$ cat src/rtl/cal_pkg.sv
package cal_pkg;

  typedef enum logic [1:0] {
    GRP_BELOW = 2'd0,
    GRP_IN    = 2'd1,
    GRP_ABOVE = 2'd2
  } grp_class_e;

  typedef enum logic [1:0] {
    ST_IDLE = 2'd0,
    ST_RUN  = 2'd1,
    ST_EVAL = 2'd2,
    ST_FIN  = 2'd3
  } seq_state_e;

endpackage

$ cat src/rtl/cal_tally.sv
module cal_tally
  import cal_pkg::*;
#(
  parameter int CODE_W = 8,
  parameter int CNT_W  = 5
) (
  input  logic              clk,
  input  logic              rst_n,
  input  logic              clr,
  input  logic              run,
  input  logic              adc_valid,
  input  logic [CODE_W-1:0] adc_code,
  input  logic [CODE_W-1:0] target,
  input  logic [CNT_W-1:0]  n_last,
  output logic              grp_done,
  output grp_class_e        grp_class,
  output logic [CNT_W-1:0]  grp_hits
);

  localparam int SUM_W = CNT_W + 2;

  logic [CNT_W-1:0] smp_q, hit_q, abv_q, blw_q;
  logic [CNT_W-1:0] smp_d, hit_d, abv_d, blw_d;
  logic [CNT_W-1:0] hit_n, abv_n, blw_n;
  logic [SUM_W-1:0] twice_hit, n_full;
  logic             take, last, cnt_en;

  always_comb begin
    take      = run & adc_valid;
    last      = (smp_q == n_last);
    grp_done  = take & last;
    hit_n     = hit_q + CNT_W'(adc_code == target);
    abv_n     = abv_q + CNT_W'(adc_code >  target);
    blw_n     = blw_q + CNT_W'(adc_code <  target);
    grp_hits  = hit_n;
    twice_hit = {1'b0, hit_n, 1'b0};
    n_full    = SUM_W'(n_last) + SUM_W'(1);
    if (twice_hit > n_full)  grp_class = GRP_IN;
    else if (abv_n > blw_n)  grp_class = GRP_ABOVE;
    else                     grp_class = GRP_BELOW;
  end

  always_comb begin
    cnt_en = clr | take;
    smp_d  = smp_q;
    hit_d  = hit_q;
    abv_d  = abv_q;
    blw_d  = blw_q;
    if (clr || (take && last)) begin
      smp_d = '0;
      hit_d = '0;
      abv_d = '0;
      blw_d = '0;
    end else if (take) begin
      smp_d = smp_q + CNT_W'(1);
      hit_d = hit_n;
      abv_d = abv_n;
      blw_d = blw_n;
    end
  end

  always_ff @(posedge clk or negedge rst_n) begin
    if (!rst_n) begin
      smp_q <= '0;
      hit_q <= '0;
      abv_q <= '0;
      blw_q <= '0;
    end else if (cnt_en) begin
      smp_q <= smp_d;
      hit_q <= hit_d;
      abv_q <= abv_d;
      blw_q <= blw_d;
    end
  end


  smp_bound_chk: assert property (@(posedge clk) disable iff (!rst_n)
    run |-> (smp_q <= n_last));

endmodule

$ cat src/rtl/cal_pick.sv
module cal_pick
  import cal_pkg::*;
#(
  parameter int TRIM_W = 4,
  parameter int CNT_W  = 5
) (
  input  logic              clk,
  input  logic              rst_n,
  input  logic              clr,
  input  logic              grp_done,
  input  grp_class_e        grp_class,
  input  logic [CNT_W-1:0]  grp_hits,
  input  logic [TRIM_W-1:0] trim_cur,
  input  logic              method,
  output logic              stop_now,
  output logic              bnd_ok,
  output logic [TRIM_W-1:0] bnd_mid,
  output logic [TRIM_W-1:0] best_trim
);

  logic              seen_blw_q, have_lo_q, up_q;
  logic              seen_blw_d, have_lo_d, up_d;
  logic [TRIM_W-1:0] lo_q, hi_q, best_q;
  logic [TRIM_W-1:0] lo_d, hi_d, best_d;
  logic [CNT_W-1:0]  best_hits_q, best_hits_d;
  logic [TRIM_W:0]   mid_sum;
  logic              upd_en;

  always_comb begin
    stop_now  = grp_done && !method && (grp_class == GRP_ABOVE) && have_lo_q;
    bnd_ok    = have_lo_q & up_q;
    mid_sum   = {1'b0, lo_q} + {1'b0, hi_q};
    bnd_mid   = mid_sum[TRIM_W:1];
    best_trim = best_q;
  end

  always_comb begin
    upd_en      = clr | grp_done;
    seen_blw_d  = seen_blw_q;
    have_lo_d   = have_lo_q;
    up_d        = up_q;
    lo_d        = lo_q;
    hi_d        = hi_q;
    best_d      = best_q;
    best_hits_d = best_hits_q;
    if (clr) begin
      seen_blw_d  = 1'b0;
      have_lo_d   = 1'b0;
      up_d        = 1'b0;
      lo_d        = '0;
      hi_d        = '0;
      best_d      = '0;
      best_hits_d = '0;
    end else if (grp_done) begin
      if (!method) begin
        unique case (grp_class)
          GRP_BELOW: seen_blw_d = 1'b1;
          GRP_IN: begin
            if (!have_lo_q && seen_blw_q) begin
              have_lo_d = 1'b1;
              lo_d      = trim_cur;
            end
            if (have_lo_q || seen_blw_q) hi_d = trim_cur;
          end
          GRP_ABOVE: if (have_lo_q) up_d = 1'b1;
          default: ;
        endcase
      end else if (grp_hits > best_hits_q) begin
        best_d      = trim_cur;
        best_hits_d = grp_hits;
      end
    end
  end

  always_ff @(posedge clk or negedge rst_n) begin
    if (!rst_n) begin
      seen_blw_q  <= 1'b0;
      have_lo_q   <= 1'b0;
      up_q        <= 1'b0;
      lo_q        <= '0;
      hi_q        <= '0;
      best_q      <= '0;
      best_hits_q <= '0;
    end else if (upd_en) begin
      seen_blw_q  <= seen_blw_d;
      have_lo_q   <= have_lo_d;
      up_q        <= up_d;
      lo_q        <= lo_d;
      hi_q        <= hi_d;
      best_q      <= best_d;
      best_hits_q <= best_hits_d;
    end
  end


  edge_order_chk: assert property (@(posedge clk) disable iff (!rst_n)
    have_lo_q |-> (lo_q <= hi_q));


  best_not_ahead_chk: assert property (@(posedge clk) disable iff (!rst_n)
    best_q <= trim_cur);

endmodule

$ cat src/rtl/cal_seq.sv
module cal_seq
  import cal_pkg::*;
#(
  parameter int CODE_W = 8,
  parameter int TRIM_W = 4,
  parameter int CNT_W  = 5
) (
  input  logic              clk,
  input  logic              rst_n,
  input  logic              start,
  input  logic              method_in,
  input  logic [CODE_W-1:0] target_in,
  input  logic [CNT_W-1:0]  n_in,
  input  logic              grp_done,
  input  logic              stop_now,
  input  logic              bnd_ok,
  input  logic [TRIM_W-1:0] bnd_mid,
  input  logic [TRIM_W-1:0] best_trim,
  output logic              clr,
  output logic              run,
  output logic              meth,
  output logic [CODE_W-1:0] target,
  output logic [CNT_W-1:0]  n_last,
  output logic [TRIM_W-1:0] trim,
  output logic              busy,
  output logic              done,
  output logic              fail
);

  localparam logic [TRIM_W-1:0] TRIM_MAX = '1;
  localparam logic [TRIM_W-1:0] CENTRE   = TRIM_W'(1) << (TRIM_W - 1);

  seq_state_e        state_q, state_d;
  logic [TRIM_W-1:0] trim_q, trim_d;
  logic              fail_q, fail_d, meth_q, meth_d;
  logic [CODE_W-1:0] tgt_q, tgt_d;
  logic [CNT_W-1:0]  nlast_q, nlast_d;
  logic              accept;

  always_comb begin
    accept  = start && ((state_q == ST_IDLE) || (state_q == ST_FIN));
    state_d = state_q;
    trim_d  = trim_q;
    fail_d  = fail_q;
    meth_d  = meth_q;
    tgt_d   = tgt_q;
    nlast_d = nlast_q;
    unique case (state_q)
      ST_IDLE, ST_FIN: begin
        if (accept) begin
          state_d = ST_RUN;
          trim_d  = '0;
          fail_d  = 1'b0;
          meth_d  = method_in;
          tgt_d   = target_in;
          nlast_d = (n_in == '0) ? '0 : n_in - CNT_W'(1);
        end
      end
      ST_RUN: begin
        if (grp_done) begin
          if (stop_now || (trim_q == TRIM_MAX)) state_d = ST_EVAL;
          else                                  trim_d  = trim_q + TRIM_W'(1);
        end
      end
      ST_EVAL: begin
        state_d = ST_FIN;
        if (meth_q)      trim_d = best_trim;
        else if (bnd_ok) trim_d = bnd_mid;
        else begin
          trim_d = CENTRE;
          fail_d = 1'b1;
        end
      end
      default: state_d = ST_IDLE;
    endcase
  end

  always_ff @(posedge clk or negedge rst_n) begin
    if (!rst_n) begin
      state_q <= ST_IDLE;
      trim_q  <= '0;
      fail_q  <= 1'b0;
      meth_q  <= 1'b0;
      tgt_q   <= '0;
      nlast_q <= '0;
    end else begin
      state_q <= state_d;
      trim_q  <= trim_d;
      fail_q  <= fail_d;
      if (accept) begin
        meth_q  <= meth_d;
        tgt_q   <= tgt_d;
        nlast_q <= nlast_d;
      end
    end
  end

  always_comb begin
    clr    = accept;
    run    = (state_q == ST_RUN);
    meth   = meth_q;
    target = tgt_q;
    n_last = nlast_q;
    trim   = trim_q;
    busy   = (state_q == ST_RUN) || (state_q == ST_EVAL);
    done   = (state_q == ST_FIN);
    fail   = fail_q;
  end


  trim_hold_chk: assert property (@(posedge clk) disable iff (!rst_n)
    (state_q == ST_RUN && !grp_done) |=> $stable(trim_q));


  trim_step_chk: assert property (@(posedge clk) disable iff (!rst_n)
    (state_q == ST_RUN && grp_done && !stop_now && trim_q != TRIM_MAX)
      |=> (trim_q == $past(trim_q) + TRIM_W'(1)));


  done_busy_excl_chk: assert property (@(posedge clk) disable iff (!rst_n)
    !(done && busy));


  fail_centre_chk: assert property (@(posedge clk) disable iff (!rst_n)
    fail_q |-> (done && trim_q == CENTRE && !meth_q));

endmodule

$ cat src/rtl/offset_cal_engine.sv
module offset_cal_engine
  import cal_pkg::*;
#(
  parameter int CODE_W = 8,
  parameter int TRIM_W = 4,
  parameter int CNT_W  = 5
) (
  input  logic              clk,
  input  logic              rst_n,
  input  logic              start,
  input  logic              method,
  input  logic [CODE_W-1:0] target_bin,
  input  logic [CNT_W-1:0]  group_len,
  input  logic              adc_valid,
  input  logic [CODE_W-1:0] adc_code,
  output logic [TRIM_W-1:0] trim_out,
  output logic              busy,
  output logic              done,
  output logic              fail
);

  logic              clr, run, meth, grp_done, stop_now, bnd_ok;
  logic [CODE_W-1:0] tgt;
  logic [CNT_W-1:0]  n_last, grp_hits;
  logic [TRIM_W-1:0] bnd_mid, best_trim, trim_cur;
  grp_class_e        grp_class;

  cal_seq #(.CODE_W(CODE_W), .TRIM_W(TRIM_W), .CNT_W(CNT_W)) u_seq (
    .clk(clk), .rst_n(rst_n), .start(start), .method_in(method),
    .target_in(target_bin), .n_in(group_len), .grp_done(grp_done),
    .stop_now(stop_now), .bnd_ok(bnd_ok), .bnd_mid(bnd_mid),
    .best_trim(best_trim), .clr(clr), .run(run), .meth(meth),
    .target(tgt), .n_last(n_last), .trim(trim_cur), .busy(busy),
    .done(done), .fail(fail)
  );

  cal_tally #(.CODE_W(CODE_W), .CNT_W(CNT_W)) u_tally (
    .clk(clk), .rst_n(rst_n), .clr(clr), .run(run), .adc_valid(adc_valid),
    .adc_code(adc_code), .target(tgt), .n_last(n_last),
    .grp_done(grp_done), .grp_class(grp_class), .grp_hits(grp_hits)
  );

  cal_pick #(.TRIM_W(TRIM_W), .CNT_W(CNT_W)) u_pick (
    .clk(clk), .rst_n(rst_n), .clr(clr), .grp_done(grp_done),
    .grp_class(grp_class), .grp_hits(grp_hits), .trim_cur(trim_cur),
    .method(meth), .stop_now(stop_now), .bnd_ok(bnd_ok),
    .bnd_mid(bnd_mid), .best_trim(best_trim)
  );

  assign trim_out = trim_cur;

endmodule

$ cat config.mk
export PLATFORM = sky130hd
export DESIGN_NAME = offset_cal_engine
export DESIGN_NICKNAME = d
export VERILOG_FILES = /design/src/rtl/cal_pkg.sv /design/src/rtl/cal_tally.sv /design/src/rtl/cal_pick.sv /design/src/rtl/cal_seq.sv /design/src/rtl/offset_cal_engine.sv
export SDC_FILE = /design/constraint.sdc
export NUM_CORES = 1
export LEC_CHECK = 0
export ABC_AREA = 1
export BUFFER_PORTS_ARGS = -buffer_cell sky130_fd_sc_hd__buf_4
export CAP_MARGIN = 20
export CORE_ASPECT_RATIO = 1.75
export CORE_MARGIN = 5
export CORE_UTILIZATION = 35
export DETAILED_ROUTE_END_ITERATION = 10
export GPL_ROUTABILITY_DRIVEN = 0
export PLACE_DENSITY = 0.53
export SLEW_MARGIN = 20
export SYNTH_ARGS = -nofsm -noshare
export SYNTH_HDL_FRONTEND = slang
export SYNTH_HIERARCHICAL = 1
export SYNTH_SLANG_ARGS = --single-unit
$ cat constraint.sdc
create_clock -name clk -period 3.8 [get_ports clk]
set_clock_uncertainty 0.1 [all_clocks]
set_input_delay 0.57 -clock clk [delete_from_list [all_inputs] [get_ports clk]]
set_output_delay 0.57 -clock clk [all_outputs]
set_load 0.005 [all_outputs]
==> results of run 1 <==
synthesized netlist by cell type:
cell,instances,area share (%)
a21oi_1,13,1.6
a21oi_2,1,0.21
a21oi_4,2,0.78
and2_1,5,0.75
buf_2,2,0.24
buf_4,2,0.36
buf_6,3,0.81
dfrtp_1,61,37
fa_1,1,0.48
ha_1,39,12
inv_1,76,6.9
inv_2,8,0.72
nand2_1,168,15
nand2_2,6,0.90
nand2_4,3,0.81
nand3_1,41,4.9
nand3_2,1,0.24
nand3_4,2,0.84
nand3b_1,5,0.90
nand4_1,23,3.5
nor2_1,41,3.7
nor2_2,3,0.45
nor2_4,1,0.27
nor3_1,1,0.12
nor3_4,1,0.39
o21a_1,1,0.18
o21ai_0,18,2.2
o21ai_1,8,0.96
o21ai_2,4,0.84
xnor2_1,6,1.3
xor2_1,5,1.1
cells by family after synthesis:
logic type	after synthesis	synth area share, %
compound gates	47	6.717
xor+xnor	11	2.319
fa+ha+maj	40	12.23
buf+inv	91	9.006
flops	61	36.75
simple gates	301	32.98
how the worst min path moves through the flow:
stage | start | to | slack (ns) | cells past startpoint
6_report | rst_n | u_tally/blw_q[2] | 0.23 | 1
5_1_grt | rst_n | u_tally/blw_q[2] | 0.31 | 1
4_1_cts | rst_n | u_tally/blw_q[3] | 0.26 | 1
3_5_place_dp | u_seq/target[3] | u_seq/target[3] | 0.36 | 2
3_3_place_gp | u_pick/hi_q[2] | u_pick/hi_q[2] | 0.36 | 2
2_1_floorplan | rst_n | u_pick/best_hits_q[0] | 0.17 | 0
per-layer routing:
layer	share of wire (%)	up-vias	global-route usage (%)
met5	0	-	0
met4	2.3	0	5.811
met3	2.1	16	2.885
met2	55	47	28.50
met1	41	1761	16.20
li1	-	1872	-
flip-flops by register name, summed over array words and instances (netlist names):
name	flops
u_tally/blw_q	5
u_seq/target	8
u_seq/state_q	2
u_seq/meth	1
u_seq/trim	4
u_pick/hi_q	4
u_pick/best_hits_q	5
u_pick/best_trim	4
u_tally/hit_q	5
u_seq/n_last	5
u_pick/seen_blw_q	1
u_seq/fail	1
u_tally/abv_q	5
u_pick/have_lo_q	1
u_tally/smp_q	5
u_pick/up_q	1
u_pick/lo_q	4
cell type report:
class | instances | share of cell area, %
Timing Repair Buffer | 53 | 8.303
Clock inverter | 6 | 1.214
Multi-Input combinational cell | 399 | 46.83
Clock buffer | 10 | 4.637
Inverter | 84 | 6.118
Sequential cell | 61 | 29.62
Tap cell | 135 | 3.277
power by group through the flow:
| stage | registers (uW) | logic [uW] | clock network, uW |
|---|---|---|---|
| 2_1_floorplan | 899 | 996 | 0 |
| 3_3_place_gp | 940 | 1330 | 0 |
| 3_5_place_dp | 943 | 1350 | 0 |
| 4_1_cts | 933 | 1360 | 848 |
| 5_1_grt | 956 | 1680 | 879 |
| 6_report | 936 | 1480 | 825 |
timing repair:
item,in CTS,in global routing
gates resized for setup,2,39
buffers inserted,0,5
endpoints found under the hold margin,0,0
pin swaps,0,19
endpoints found under the setup margin,15,15
gates cloned,0,1
through the flow:
stage / std cells / TNS, ns / hold slack, ns / cell area [um^2]
finish: 748 / 0 / 0.2329 / 5154
global route: 748 / -0.8449 / 0.3096 / 5154
detailed placement: 726 / -5.327 / 0.3647 / 4629
floorplan: 551 / 0 / 0.1744 / 4154
CTS: 742 / 0 / 0.2573 / 4942
global placement: 726 / -4.466 / 0.3637 / 4629
cells in the final DEF, fill, tap and decap left out, types with 2 or more instances in the layout:
| cell type | count |
|---|---|
| a21oi_1 | 12 |
| xor2_1 | 5 |
| clkinvlp_4 | 3 |
| and2_1 | 2 |
| a21oi_4 | 2 |
| nor2_4 | 4 |
| nor3_4 | 2 |
| nand3_1 | 38 |
| inv_1 | 69 |
| nor2_2 | 4 |
| nand3_2 | 4 |
| nand2_4 | 3 |
| dfrtp_1 | 61 |
| clkbuf_16 | 10 |
| inv_2 | 15 |
| clkinv_2 | 2 |
| nand3_4 | 2 |
| ha_4 | 5 |
| nand2_1 | 164 |
| nor2_1 | 37 |
| o21ai_1 | 10 |
| a21oi_2 | 2 |
| o21ai_2 | 3 |
| and2_4 | 3 |
| ha_1 | 30 |
| buf_4 | 51 |
| ha_2 | 4 |
| nand4_1 | 23 |
| nand3b_1 | 5 |
| xnor2_1 | 5 |
| nand2_2 | 10 |
| o21ai_0 | 16 |
==> qor.txt, run 1 <==
status = finished, final reports clean
PwrDens = 629.6 nW/um^2
slowest stage delay, CP = 0.35 ns
final hold vios = 0
Critical Path End Type = flip-flop
Routed Antenna Nets = 0
average size of a mapped cell = 7.539 um^2
chip width = 92.35 um
fillers = 1,213
first-pass GRT wire length = 17,160 um
setup violators final = 0
library cells used by synthesis = 31
crit-path cells = inv_2 > ha_4 > nand2_1 > inv_2 > nand3_2 > nor3_4 > ha_2 > ha_2 > nand4_1 > and2_4 > ha_1 > nand2_1 > inv_1 > nand3_2 > nor2_2 > nor2_2 > nor2_4 > nor2_4 > buf_4 > nor3_4 > buf_12 > a21oi_4 > nand2_1 > nand2_1
FF+latch count, synth = 61
Worst-path clk slew = 0.06 ns
DR vias = 3,696
max cap viols = 0
clk buf depth = 2
1st-iter DRT viols = 140
TritonCTS buffer count = 9
R2R depth = 24
Final Cycle Share = 95.69%
drt drc = 0
routed wire length per instance = 13.80 um
total power = 3245 uW
IO Port Bufs = 32
Clock power frac = 25.4%
flop2flop setup slack = 0.16 ns
NetSw = 1389 uW
Hold-fix buffers, CTS = 0
layout net count = 674
Die Area = 14,230 um^2
# rows = 52
DRT Pass-1 Iters = 4
FMAX = 0.2750 GHz
Levels on crit path = 24
Worst Setup EP = u_pick/lo_q[0]
CTS tree = built
Critical Path Start Type = flip-flop
average vias per placed instance = 4.941
Tot GR Track Use = 15.10%
crit-path max FO = 5
Layout area overhead = 24.07%
layout cells sized above 1 = 21.86%
crit path from = u_seq/target[3]
Die Y-Extent = 154.1 um
peak supply drop = 410.6 uV
cell area after synthesis = 4154 um^2
sw frac = 42.82%
pre-CTS WS = -0.4121 ns
DP Wirelength = 7531 um
Post-Synthesis Cells = 551
# diodes = 0
Slew HR = 45.52%
CTS root buffer = clkbuf_16
Worst EP arrival = 3.75 ns
footprint of the multi-input gates = 2414 um^2
critical path type = reg2reg
most frequent CP cell = nand2_1
largest net degree at the start of global routing = 62
Worst-Skew Late Latency = 0.33 ns
drt total wl = 10,320 um
H-tree depth = 3
core footprint = 11,580 um^2
sequential share of power = 28.8%
slowest CP cell = dfrtp_1
initial antenna violation count = 0
min Tclk post-route = 3.636 ns
Starting Density = 35.87%
GRT overflow = 0
vias in the first global route = 3,700
flip-flop and latch area = 1526 um^2
io pins = 33
Reg-to-Reg Start = u_seq/target[3]
combinational power share = 45.7%
CP delay by family, top = simple AND/OR/NAND/NOR gates
Worst Setup Slack, final = 0.1637 ns
post-synthesis sequential area ratio = 36.75%
CTS Sinks = 61
worst r2r dst = u_pick/lo_q[0]
final core occ = 44.50%
Synthesized Nets = 617
Leakage Power = 0.002651 uW
P_int = 1855 uW
WP data required = 3.92 ns
CP bufs+invs = 5
Worst Max-Slew Pin Slew = 0.8172 ns
Yosys Warn Count = 6
max-slew violation count = 0
HP Class = in2async
No activity file was read; power rests on OpenSTA's default activity.
==> run 2, diff against run 1 <==
Settings changed: BUFFER_PORTS_ARGS -buffer_cell sky130_fd_sc_hd__buf_4 to not set, DONT_BUFFER_PORTS set to 1, PLACE_DENSITY 0.53 to 0.51.
==> run 2 against run 1 <==
Compared with the run above:
- hold slack worse by 0.23 ns
- register-to-register slack better by 0.08 ns
- final area down 5.9%
- critical path type unchanged
- largest cell class unchanged
- largest power group unchanged
==> qor.txt, run 2 (synthesis gave the netlist of run 1 again) <==
Die Area = 14,230 um^2
average vias per placed instance = 4.935
Leakage Power = 0.002466 uW
Largest register FFs = 8
CTS Sinks = 61
Layout area overhead = 16.78%
crit-path max FO = 10
DR vias = 3,504
routed wire length per instance = 13.87 um
setup violators final = 0
Worst Max-Slew Pin Slew = 0.4424 ns
# diodes = 0
Die Y-Extent = 154.1 um
Reg-to-Reg Start = u_seq/target[3]
IO Port Bufs = 0
FMAX = 0.2809 GHz
placed cell count = 689
PwrDens = 647.1 nW/um^2
max cap viols = 0
DP Wirelength = 7345 um
commonest non-fill, non-tap cell in the layout = nand2_1
peak supply drop = 452.6 uV
Final Cycle Share = 93.69%
drt total wl = 9847 um
Post-Layout Cell Count = 710
clk buf depth = 2
Critical Path End Type = flip-flop
DRT Pass-1 Iters = 4
flip-flop and latch area = 1526 um^2
H-tree depth = 3
most frequent CP cell = nand2_1
slowest stage delay, CP = 0.35 ns
TritonCTS buffer count = 9
# rows = 52
drt drc = 0
Worst-path clk slew = 0.06 ns
first-pass GRT wire length = 16,910 um
crit path from = u_seq/target[3]
min Tclk post-route = 3.560 ns
layout cells sized above 1 = 15.83%
crit-path cells = inv_2 > ha_4 > nand2_1 > inv_1 > nand3_2 > nor3_4 > ha_2 > ha_4 > nand4_1 > and2_4 > ha_4 > nand2_1 > inv_2 > nand3_2 > nor2_2 > nor2_1 > nor2_2 > nor2_4 > buf_4 > nor3_4 > buf_12 > a21oi_4 > nand2_1 > nand2_1
vias in the first global route = 3,615
chip width = 92.35 um
total power = 3139 uW
final hold vios = 0
Worst EP arrival = 3.67 ns
slowest CP cell = dfrtp_1
largest net degree at the start of global routing = 62
io pins = 33
status = finished, final reports clean
GRT overflow = 0
Starting Density = 35.87%
layout net count = 636
CTS tree = built
HP Class = in2async
final core occ = 41.89%
most frequent cells in the layout = nand2_1 (164), inv_1 (72), dfrtp_1 (61), nand3_1 (39), nor2_1 (38)
core footprint = 11,580 um^2
CTS root buffer = clkbuf_16
max-slew violation count = 0
footprint of the multi-input gates = 2394 um^2
critical path type = reg2reg
WP data required = 3.91 ns
1st-iter DRT viols = 130
Tot GR Track Use = 14.83%
fillers = 1,191
initial antenna violation count = 0
Worst-Skew Late Latency = 0.33 ns
Critical Path Start Type = flip-flop
Slew HR = 70.40%
Routed Antenna Nets = 0
[run 2: routing by layer]
metal	vias up	GRT usage (%)	routed length, um
met2	55	27.04	5294
met5	-	0	0
met3	21	2.689	267
met4	0	7.087	289
li1	1794	-	-
met1	1634	16.25	3995
[run 2: worst max-delay path, delay by kind of cell (launching register included)]
kind / cells / cell delay [ns]
AO/OA/AOI/OAI: 1 / 0.07
adder cells (fa/ha/maj): 4 / 0.90
buffers and inverters: 5 / 0.47
flip-flops: 1 / 0.35
AND/OR/NAND/NOR: 14 / 1.57
[run 2: report_power, final]
part | internal (uW) | switching [uW]
sequential | 783 | 155
combinational | 491 | 892
clock | 522 | 296
[run 2: final timing paths]
check | endpoint | slack, ns | depth (start not counted)
worst min-delay path | u_tally/abv_q[4] | 0.008 | 1
worst max register to register | u_pick/lo_q[2] | 0.24 | 24
max in group asynchronous | u_pick/lo_q[1] | 3.32 | 1
min in group clk | u_seq/n_last[0] | 0.25 | 1
worst max-delay path | u_pick/lo_q[2] | 0.24 | 24
worst min register to register | u_seq/target[7] | 0.37 | 2
[run 2: final cells by class]
| cell class | count | share of cell area, % |
|---|---|---|
| multi-input combinational | 399 | 49.34 |
| tap | 135 | 3.482 |
| clock buffer | 10 | 4.926 |
| clock inverter | 6 | 1.290 |
| inverter | 84 | 6.500 |
| sequential | 61 | 31.47 |
| timing repair buffer | 15 | 2.992 |
[run 2: timing repair]
action                                  in CTS  in global routing
resized for setup                            1                 35
buffers inserted                             0                  4
pin swaps                                    0                 12
hold endpoints to repair                    61                  0
endpoints found under the setup margin       7                 15
hold buffers                                 1                  0
[run 2: through the flow]
stage / instance area [um^2] / setup TNS (ns) / worst slack, ns / hold slack [ns]
floorplan: 4154 / 0 / 0.2532 / 0.1744
detailed placement: 4352 / -2.753 / -0.2436 / 0.1774
CTS: 4686 / 0 / 0.05974 / 0.009594
finish: 4851 / 0 / 0.2397 / 0.007638
global placement: 4352 / -2.281 / -0.2212 / 0.1783
global route: 4851 / -0.1749 / -0.02987 / 0.03514
